[src/rtl/dram_rc_pkg.sv]
package dram_rc_pkg;
  typedef enum logic [2:0] {
    C_PAUSE, C_WAKE, C_IDLE, C_ACCESS, C_REFRESH
  } ctl_state_t;

  typedef enum logic [1:0] {
    S_IDLE, S_LEAD, S_ACT, S_PRE
  } strobe_state_t;
endpackage

[src/rtl/rc_interval_timer.sv]
module rc_interval_timer #(
  parameter int PERIOD = 781
) (
  input  logic clk,
  input  logic rst_n,
  input  logic en,
  output logic tick
);
  localparam int CW = $clog2(PERIOD + 1);

  logic [CW-1:0] cnt_q, cnt_d;

  assign tick = en && (cnt_q == CW'(PERIOD - 1));

  always_comb begin
    if (!en || tick) cnt_d = '0;
    else             cnt_d = cnt_q + 1'b1;
  end

  always_ff @(posedge clk or negedge rst_n) begin
    if (!rst_n) cnt_q <= '0;
    else        cnt_q <= cnt_d;
  end
endmodule

[src/rtl/rc_row_counter.sv]
module rc_row_counter #(
  parameter int ROWS  = 4096,
  parameter int ROW_W = $clog2(ROWS)
) (
  input  logic             clk,
  input  logic             rst_n,
  input  logic             inc,
  output logic [ROW_W-1:0] row
);
  logic [ROW_W-1:0] row_q, row_d;

  always_comb begin
    row_d = row_q;
    if (inc) row_d = (row_q == ROW_W'(ROWS - 1)) ? '0 : row_q + 1'b1;
  end

  always_ff @(posedge clk or negedge rst_n) begin
    if (!rst_n) row_q <= '0;
    else        row_q <= row_d;
  end

  assign row = row_q;

  p_row_wrap_r10: assert property (@(posedge clk) disable iff (!rst_n)
    (inc && row_q == ROW_W'(ROWS - 1)) |=> (row_q == '0));
endmodule

[src/rtl/rc_strobe_seq.sv]
module rc_strobe_seq
  import dram_rc_pkg::*;
#(
  parameter int T_CSR = 2,
  parameter int T_RAS = 4,
  parameter int T_RP  = 3,
  parameter bit CBR   = 1'b1
) (
  input  logic clk,
  input  logic rst_n,
  input  logic start,
  output logic busy,
  output logic done,
  output logic ras_n,
  output logic cas_n
);
  localparam int TMAX = (T_RAS > T_CSR) ? ((T_RAS > T_RP) ? T_RAS : T_RP)
                                        : ((T_CSR > T_RP) ? T_CSR : T_RP);
  localparam int CW = $clog2(TMAX + 1);

  strobe_state_t st_q, st_d;
  logic [CW-1:0] cnt_q, cnt_d;

  always_comb begin
    st_d  = st_q;
    cnt_d = cnt_q;
    case (st_q)
      S_IDLE: if (start) begin st_d = S_LEAD; cnt_d = CW'(T_CSR - 1); end
      S_LEAD: if (cnt_q == '0) begin st_d = S_ACT; cnt_d = CW'(T_RAS - 1); end
              else cnt_d = cnt_q - 1'b1;
      S_ACT:  if (cnt_q == '0) begin st_d = S_PRE; cnt_d = CW'(T_RP - 1); end
              else cnt_d = cnt_q - 1'b1;
      S_PRE:  if (cnt_q == '0) st_d = S_IDLE;
              else cnt_d = cnt_q - 1'b1;
      default: st_d = S_IDLE;
    endcase
  end

  always_ff @(posedge clk or negedge rst_n) begin
    if (!rst_n) begin
      st_q  <= S_IDLE;
      cnt_q <= '0;
    end else begin
      st_q  <= st_d;
      cnt_q <= cnt_d;
    end
  end

  assign busy  = (st_q != S_IDLE);
  assign done  = (st_q == S_PRE) && (cnt_q == '0);
  assign ras_n = (st_q != S_ACT);

  generate
    if (CBR) begin : g_cbr
      // Column strobe leads the row strobe and is held through it.
      assign cas_n = !((st_q == S_LEAD) || (st_q == S_ACT));
      p_cas_lead_r5: assert property (@(posedge clk) disable iff (!rst_n)
        $fell(ras_n) |-> $past(!cas_n));
    end else begin : g_ras_only
      // Lead phase becomes an address setup phase with both strobes high.
      assign cas_n = 1'b1;
    end
  endgenerate

  p_start_idle_r5: assert property (@(posedge clk) disable iff (!rst_n)
    start |-> !busy);
  p_precharge_r5: assert property (@(posedge clk) disable iff (!rst_n)
    $rose(ras_n) |=> (ras_n && cas_n));
endmodule

[src/rtl/dram_refresh_ctrl.sv]
module dram_refresh_ctrl
  import dram_rc_pkg::*;
#(
  parameter int CLK_MHZ     = 50,
  parameter int PAUSE_US    = 100,
  parameter int WINDOW_US   = 64000,
  parameter int ROWS        = 4096,
  parameter int WAKE_CYCLES = 8,
  parameter int T_CSR       = 2,
  parameter int T_RAS       = 4,
  parameter int T_RP        = 3,
  parameter bit RAS_ONLY    = 1'b0,
  parameter int ROW_W       = $clog2(ROWS)
) (
  input  logic             clk,
  input  logic             rst_n,
  input  logic             acc_req,
  input  logic             acc_done,
  output logic             acc_grant,
  output logic             ready,
  output logic             ras_n,
  output logic             cas_n,
  output logic             we_n,
  output logic             oe_n,
  output logic [ROW_W-1:0] row_addr
);
  localparam int PAUSE_CLKS = CLK_MHZ * PAUSE_US;
  localparam int INTERVAL   = (CLK_MHZ * WINDOW_US) / ROWS;
  localparam int WW         = $clog2(WAKE_CYCLES + 1);

  // Reset: asserted asynchronously, released on a clock edge.
  logic [1:0] rst_sync_q;
  logic       rst_int_n;
  always_ff @(posedge clk or negedge rst_n) begin
    if (!rst_n) rst_sync_q <= 2'b00;
    else        rst_sync_q <= {rst_sync_q[0], 1'b1};
  end
  assign rst_int_n = rst_sync_q[1];

  ctl_state_t st_q, st_d;
  logic [WW-1:0] wake_q, wake_d;
  logic pend_q, pend_d, viol_q, viol_d;
  logic pause_tick, ref_tick;
  logic seq_start, seq_busy, seq_done;
  logic in_init;

  assign in_init = (st_q == C_PAUSE) || (st_q == C_WAKE);

  rc_interval_timer #(.PERIOD(PAUSE_CLKS)) u_pause (
    .clk(clk), .rst_n(rst_int_n), .en(st_q == C_PAUSE), .tick(pause_tick));

  rc_interval_timer #(.PERIOD(INTERVAL)) u_interval (
    .clk(clk), .rst_n(rst_int_n), .en(1'b1), .tick(ref_tick));

  rc_strobe_seq #(.T_CSR(T_CSR), .T_RAS(T_RAS), .T_RP(T_RP), .CBR(!RAS_ONLY)) u_seq (
    .clk(clk), .rst_n(rst_int_n), .start(seq_start), .busy(seq_busy),
    .done(seq_done), .ras_n(ras_n), .cas_n(cas_n));

  generate
    if (RAS_ONLY) begin : g_row
      rc_row_counter #(.ROWS(ROWS), .ROW_W(ROW_W)) u_rows (
        .clk(clk), .rst_n(rst_int_n), .inc(seq_done), .row(row_addr));
    end else begin : g_no_row
      assign row_addr = '0;
    end
  endgenerate

  // Control next state.
  always_comb begin
    st_d      = st_q;
    seq_start = 1'b0;
    case (st_q)
      C_PAUSE: if (pause_tick) st_d = C_WAKE;
      C_WAKE: begin
        seq_start = !seq_busy;
        if (seq_done && wake_q == WW'(WAKE_CYCLES - 1)) st_d = C_IDLE;
      end
      C_IDLE: begin
        if (viol_q) st_d = C_WAKE;
        else if (pend_q) begin
          seq_start = 1'b1;
          st_d      = C_REFRESH;
        end else if (acc_req) st_d = C_ACCESS;
      end
      C_ACCESS:  if (acc_done) st_d = C_IDLE;
      C_REFRESH: if (seq_done) st_d = C_IDLE;
      default:   st_d = C_PAUSE;
    endcase
  end

  // Wake-up counter and refresh-due bookkeeping.
  always_comb begin
    wake_d = wake_q;
    if (st_q != C_WAKE) wake_d = '0;
    else if (seq_done)  wake_d = wake_q + 1'b1;

    pend_d = pend_q;
    viol_d = viol_q;
    if (in_init) begin
      pend_d = 1'b0;
      viol_d = 1'b0;
    end else begin
      if (st_q == C_IDLE && !viol_q && pend_q) pend_d = 1'b0;
      if (ref_tick) begin
        if (pend_d) viol_d = 1'b1;
        pend_d = 1'b1;
      end
    end
  end

  always_ff @(posedge clk or negedge rst_int_n) begin
    if (!rst_int_n) begin
      st_q   <= C_PAUSE;
      wake_q <= '0;
      pend_q <= 1'b0;
      viol_q <= 1'b0;
    end else begin
      st_q   <= st_d;
      wake_q <= wake_d;
      pend_q <= pend_d;
      viol_q <= viol_d;
    end
  end

  assign acc_grant = (st_q == C_ACCESS);
  assign ready     = !in_init;
  assign we_n      = 1'b1;
  assign oe_n      = 1'b1;

  p_no_grant_in_refresh_r7: assert property (@(posedge clk) disable iff (!rst_int_n)
    acc_grant |-> (!seq_busy && ras_n && cas_n));
  p_quiet_pause_r2: assert property (@(posedge clk) disable iff (!rst_int_n)
    (st_q == C_PAUSE) |-> (ras_n && cas_n && !seq_busy));
  p_ready_after_wake_r3: assert property (@(posedge clk) disable iff (!rst_int_n)
    $rose(ready) |-> $past(seq_done));
  p_drop_on_violation_r9: assert property (@(posedge clk) disable iff (!rst_int_n)
    $fell(ready) |-> $past(viol_q));
endmodule

[config.mk]
export PLATFORM = sky130hd
export DESIGN_NAME = dram_refresh_ctrl
export DESIGN_NICKNAME = d
export VERILOG_FILES = /design/src/rtl/dram_rc_pkg.sv /design/src/rtl/rc_interval_timer.sv /design/src/rtl/rc_row_counter.sv /design/src/rtl/rc_strobe_seq.sv /design/src/rtl/dram_refresh_ctrl.sv
export SDC_FILE = /design/constraint.sdc
export NUM_CORES = 1
export LEC_CHECK = 0
export ABC_CLOCK_PERIOD_IN_PS = 1700
export BUFFER_PORTS_ARGS = -buffer_cell sky130_fd_sc_hd__buf_2
export CAP_MARGIN = 5
export CORE_UTILIZATION = 45
export CTS_BUF_LIST = sky130_fd_sc_hd__clkbuf_8 sky130_fd_sc_hd__clkbuf_16
export CTS_CLUSTER_SIZE = 10
export DETAILED_ROUTE_END_ITERATION = 16
export HOLD_SLACK_MARGIN = 0.05
export PLACE_DENSITY_LB_ADDON = 0.05
export SLEW_MARGIN = 20
export SYNTH_ARGS = -nofsm -noshare
export SYNTH_HDL_FRONTEND = slang
export SYNTH_SLANG_ARGS = --single-unit
[constraint.sdc]
create_clock -name clk -period 1.7 [get_ports clk]
set_input_delay 0.085 -clock clk [delete_from_list [all_inputs] [get_ports clk]]
set_output_delay 0.085 -clock clk [all_outputs]
set_load 0.01 [all_outputs]
==> impl_results.md <==
* Global-route total usage across every layer at 17.44%
* Arrival time worst endpoint at 1.79 ns
* Main combinational cell family by area after synthesis: simple AND/OR/NAND/NOR gates
* Met1 track demand over resource in global routing at 23.16%
* Share of synthesized flip-flops with an asynchronous set or reset at 100.0%
* Sequential-to-total area share from yosys stat at 43.50%
* Number of hold violations in the final report at 0
* Number of clock buffers inserted by TritonCTS at 5
* Largest net degree at the start of global routing at 24
* Final Instance Count excl. Fillers at 317
* Clock root buffer: sky130_fd_sc_hd__clkbuf_8
* Simple-gate portion of the synthesized area at 22.48%
* 1st-iter DRT viols at 98
* H-tree depth at 2
* Final clock period utilization by the worst path at 95.16%
* Antenna cell count at 0
* Share of layout cells above drive strength 1 at 15.20%
* Clock network latency to the later pin of the worst-skew pair at 0.29 ns
* First-pass DRT Iterations at 4
* Sinks on Clock Net at 39
* Clock Tree Buf Depth at 2
* Highest-utilization routing layer at the global route stage: met2
* Setup slack after placement at 0.07806 ns
* Critical Path End Type: flop
* Distinct cell type count after synthesis at 44
* Post-synthesis mux area share at 0.4462%
* Setup repair after global routing missed its margin: false
* Estimated wirelength of the detail-placed design at 2986 µm
* Leading cell type in the layout, fill and taps excluded: sky130_fd_sc_hd__dfrtp_1
* Met2 demand-to-capacity share in global routing at 27.62%
* Number of max-slew violations in the final report at 0
* Rows at 25
* Antenna violations before repair at 0
* Total number of vias at 1599
* Most area-consuming cells after synthesis: sky130_fd_sc_hd__dfrtp_1 44%, sky130_fd_sc_hd__nor2_1 5.9%, sky130_fd_sc_hd__ha_1 5.6%, sky130_fd_sc_hd__buf_4 4.7%, sky130_fd_sc_hd__xor2_1 4.7%
* Total Negative Setup Slacks at 0 ns
* Compound-gate portion of the synthesized area at 9.202%
* Min-Delay Path Class: reg -> async
* Dominant synthesized flop cell: sky130_fd_sc_hd__dfrtp_1
* Mean post-synth cell area at 9.754 µm²
* Fraction of the mapped netlist area in adder cells at 5.577%
* Yosys warnings at 0
* Netlist area before placement at 2243 µm²
* Full die area at 5271 µm²
* Detailed-route wire length per cell at 12.85 µm
* Startpoint kind of the worst setup timing path: flop
* Die extent in x at 72.61 µm
* Count of max-cap constraint violations at 0
* Number of setup buffers added after CTS at 0
* Static leakage at 1.117 nW
* Pwr/cell area at 754.8 nW/µm²
* Global-route wire length before repair at 7044 µm
* Result of the run: completed
* Synth Register Bits at 39
* Setup-violating endpoint count in the final report at 0
* Clock-pin slew on the worst setup and hold paths at 0.08 ns
* Fraction of synthesized cell area in xor and xnor cells at 8.589%
* Reg2reg setup slack at 0.08 ns
* CP Class: reg -> reg
* Core area at 4755 µm²
* Maximum operating frequency at 618.2 MHz
* IO Count at 22
* Die H at 72.61 µm
* Starting Density at 47.18%
* Total Routed Length at 4072 µm
* Post-route antenna net violation count at 0
* Cell count after synthesis at 230
* Layout Skew at 0.007403 ns
* Count of unresolved DRC violations after routing at 0
* Area added between synthesis and finish at 11.04%
* Worst path required time at 1.88 ns
* Overflow left after global routing at 0
* Setup slack after layout at 0.08236 ns
* Clock tree from TritonCTS: yes
* Fraction of met3 tracks used by global routing at 4.282%
* Library cell with the largest summed area after synthesis: sky130_fd_sc_hd__dfrtp_1
* Commonest cells after routing, fill and taps aside: 38 x sky130_fd_sc_hd__dfrtp_1, 35 x sky130_fd_sc_hd__nor2_1, 18 x sky130_fd_sc_hd__inv_1
* PortBufs at 7
* Placed cells at 308
* Layout net count at 263
* Maximum fanout count along the critical path at 4
* Fraction of post-synthesis cell area in the top cell type by area at 43.50%
* Final min period at 1.618 ns
* Worst voltage drop across the vdd grid at 0.5260 mV
* Routability congestion estimate from global placement at 0.7951
* Number of enable flip-flop cells after synthesis at 0
* Vias/cell at 5.044
* Vias in the first global route at 1551
cells in the mapped netlist (all sizes together) (6+ instances only):
cell / number
dfrtp: 39
inv: 17
nand3: 10
xor2: 12
a21oi: 7
nor2: 35
nor4: 6
nand4: 8
nand2: 11
buf: 17
ha: 10
xnor2: 10
nor3: 6
logic make-up after synthesis:
kind of cell             after synthesis
XOR/XNOR                              22
AND/OR/NAND/NOR                       93
flip-flops                            39
other                                  2
AO/OA/AOI/OAI                         26
adder cells (fa/ha/maj)               10
buffers and inverters                 37
multiplexers                           1
final timing paths:
kind	startpoint	endpoint	depth (start not counted)
min in group clk	rst_sync_q[0]$_DFF_PN0_	rst_sync_q[1]$_DFF_PN0_	0
hold / removal	rst_sync_q[1]$_DFF_PN0_	u_seq.st_q[1]$_DFFE_PN0P_	0
hold reg to reg	rst_sync_q[1]$_DFF_PN0_	u_seq.st_q[1]$_DFFE_PN0P_	0
setup / recovery	u_seq.cnt_q[0]$_DFFE_PN0P_	st_q[0]$_DFFE_PN0P_	6
max in group asynchronous	rst_sync_q[1]$_DFF_PN0_	u_pause.cnt_q[2]$_DFF_PN0_	1
setup reg to reg	u_seq.cnt_q[0]$_DFFE_PN0P_	st_q[0]$_DFFE_PN0P_	6
where the power goes:
group          leakage (nW)  internal, mW  switching (mW)
Combinational         0.538       0.00705          0.0338
Clock                0.0695         0.581           0.328
Sequential            0.509         0.929         0.00180
worst max-delay path, stage by stage, from the launching register on:
cell	delay, ns
sky130_fd_sc_hd__dfrtp_1	0.40
sky130_fd_sc_hd__inv_1	0.10
sky130_fd_sc_hd__ha_2	0.21
sky130_fd_sc_hd__and3b_2	0.23
sky130_fd_sc_hd__a31oi_2	0.12
sky130_fd_sc_hd__o31a_1	0.25
sky130_fd_sc_hd__a31o_1	0.19
per-stage QoR:
| step | cell area, µm² | hold WS, ns | utilization (%) | total power [mW] |
|---|---|---|---|---|
| finish | 2491 | 0.05235 | 52.39 | 1.880 |
| global route | 2491 | 0.07734 | 52.39 | 1.938 |
| CTS | 2479 | 0.06055 | 52.13 | 1.906 |
| detailed placement | 2336 | -0.1282 | 49.13 | 0.9897 |
| global placement | 2336 | -0.1306 | 49.13 | 0.9886 |
| floorplan | 2292 | -0.2106 | - | 0.9980 |
sequential cells by signal (all words and copies together) (netlist names):
register / flops
u_pause.cnt_q: 13
u_interval.cnt_q: 10
wake_q: 4
st_q: 3
u_seq.cnt_q: 3
rst_sync_q: 2
u_seq.st_q: 2
pend_q: 1
viol_q: 1
final cells by class:
class,count,area (µm²)
Fill cell,473,2263
Clock buffer,5,68.82
Inverter,17,63.81
Clock inverter,3,63.81
Sequential cell,39,977.2
Timing Repair Buffer,19,127.6
Multi-Input combinational cell,167,1106
Tap cell,67,83.83
metal layers:
metal / wire length, µm / vias to the layer above
met2: 1902 / 24
met1: 1990 / 783
li1: - / 786
met4: 65 / 0
met3: 115 / 6
met5: 0 / -
repair_timing:
item | in CTS | in global routing
endpoints found under the hold margin | 2 | 0
gates resized for setup | 0 | 5
hold buffers | 1 | 0
endpoints found under the setup margin | 0 | 15
Note: power is estimated with default switching activity, not from simulation.
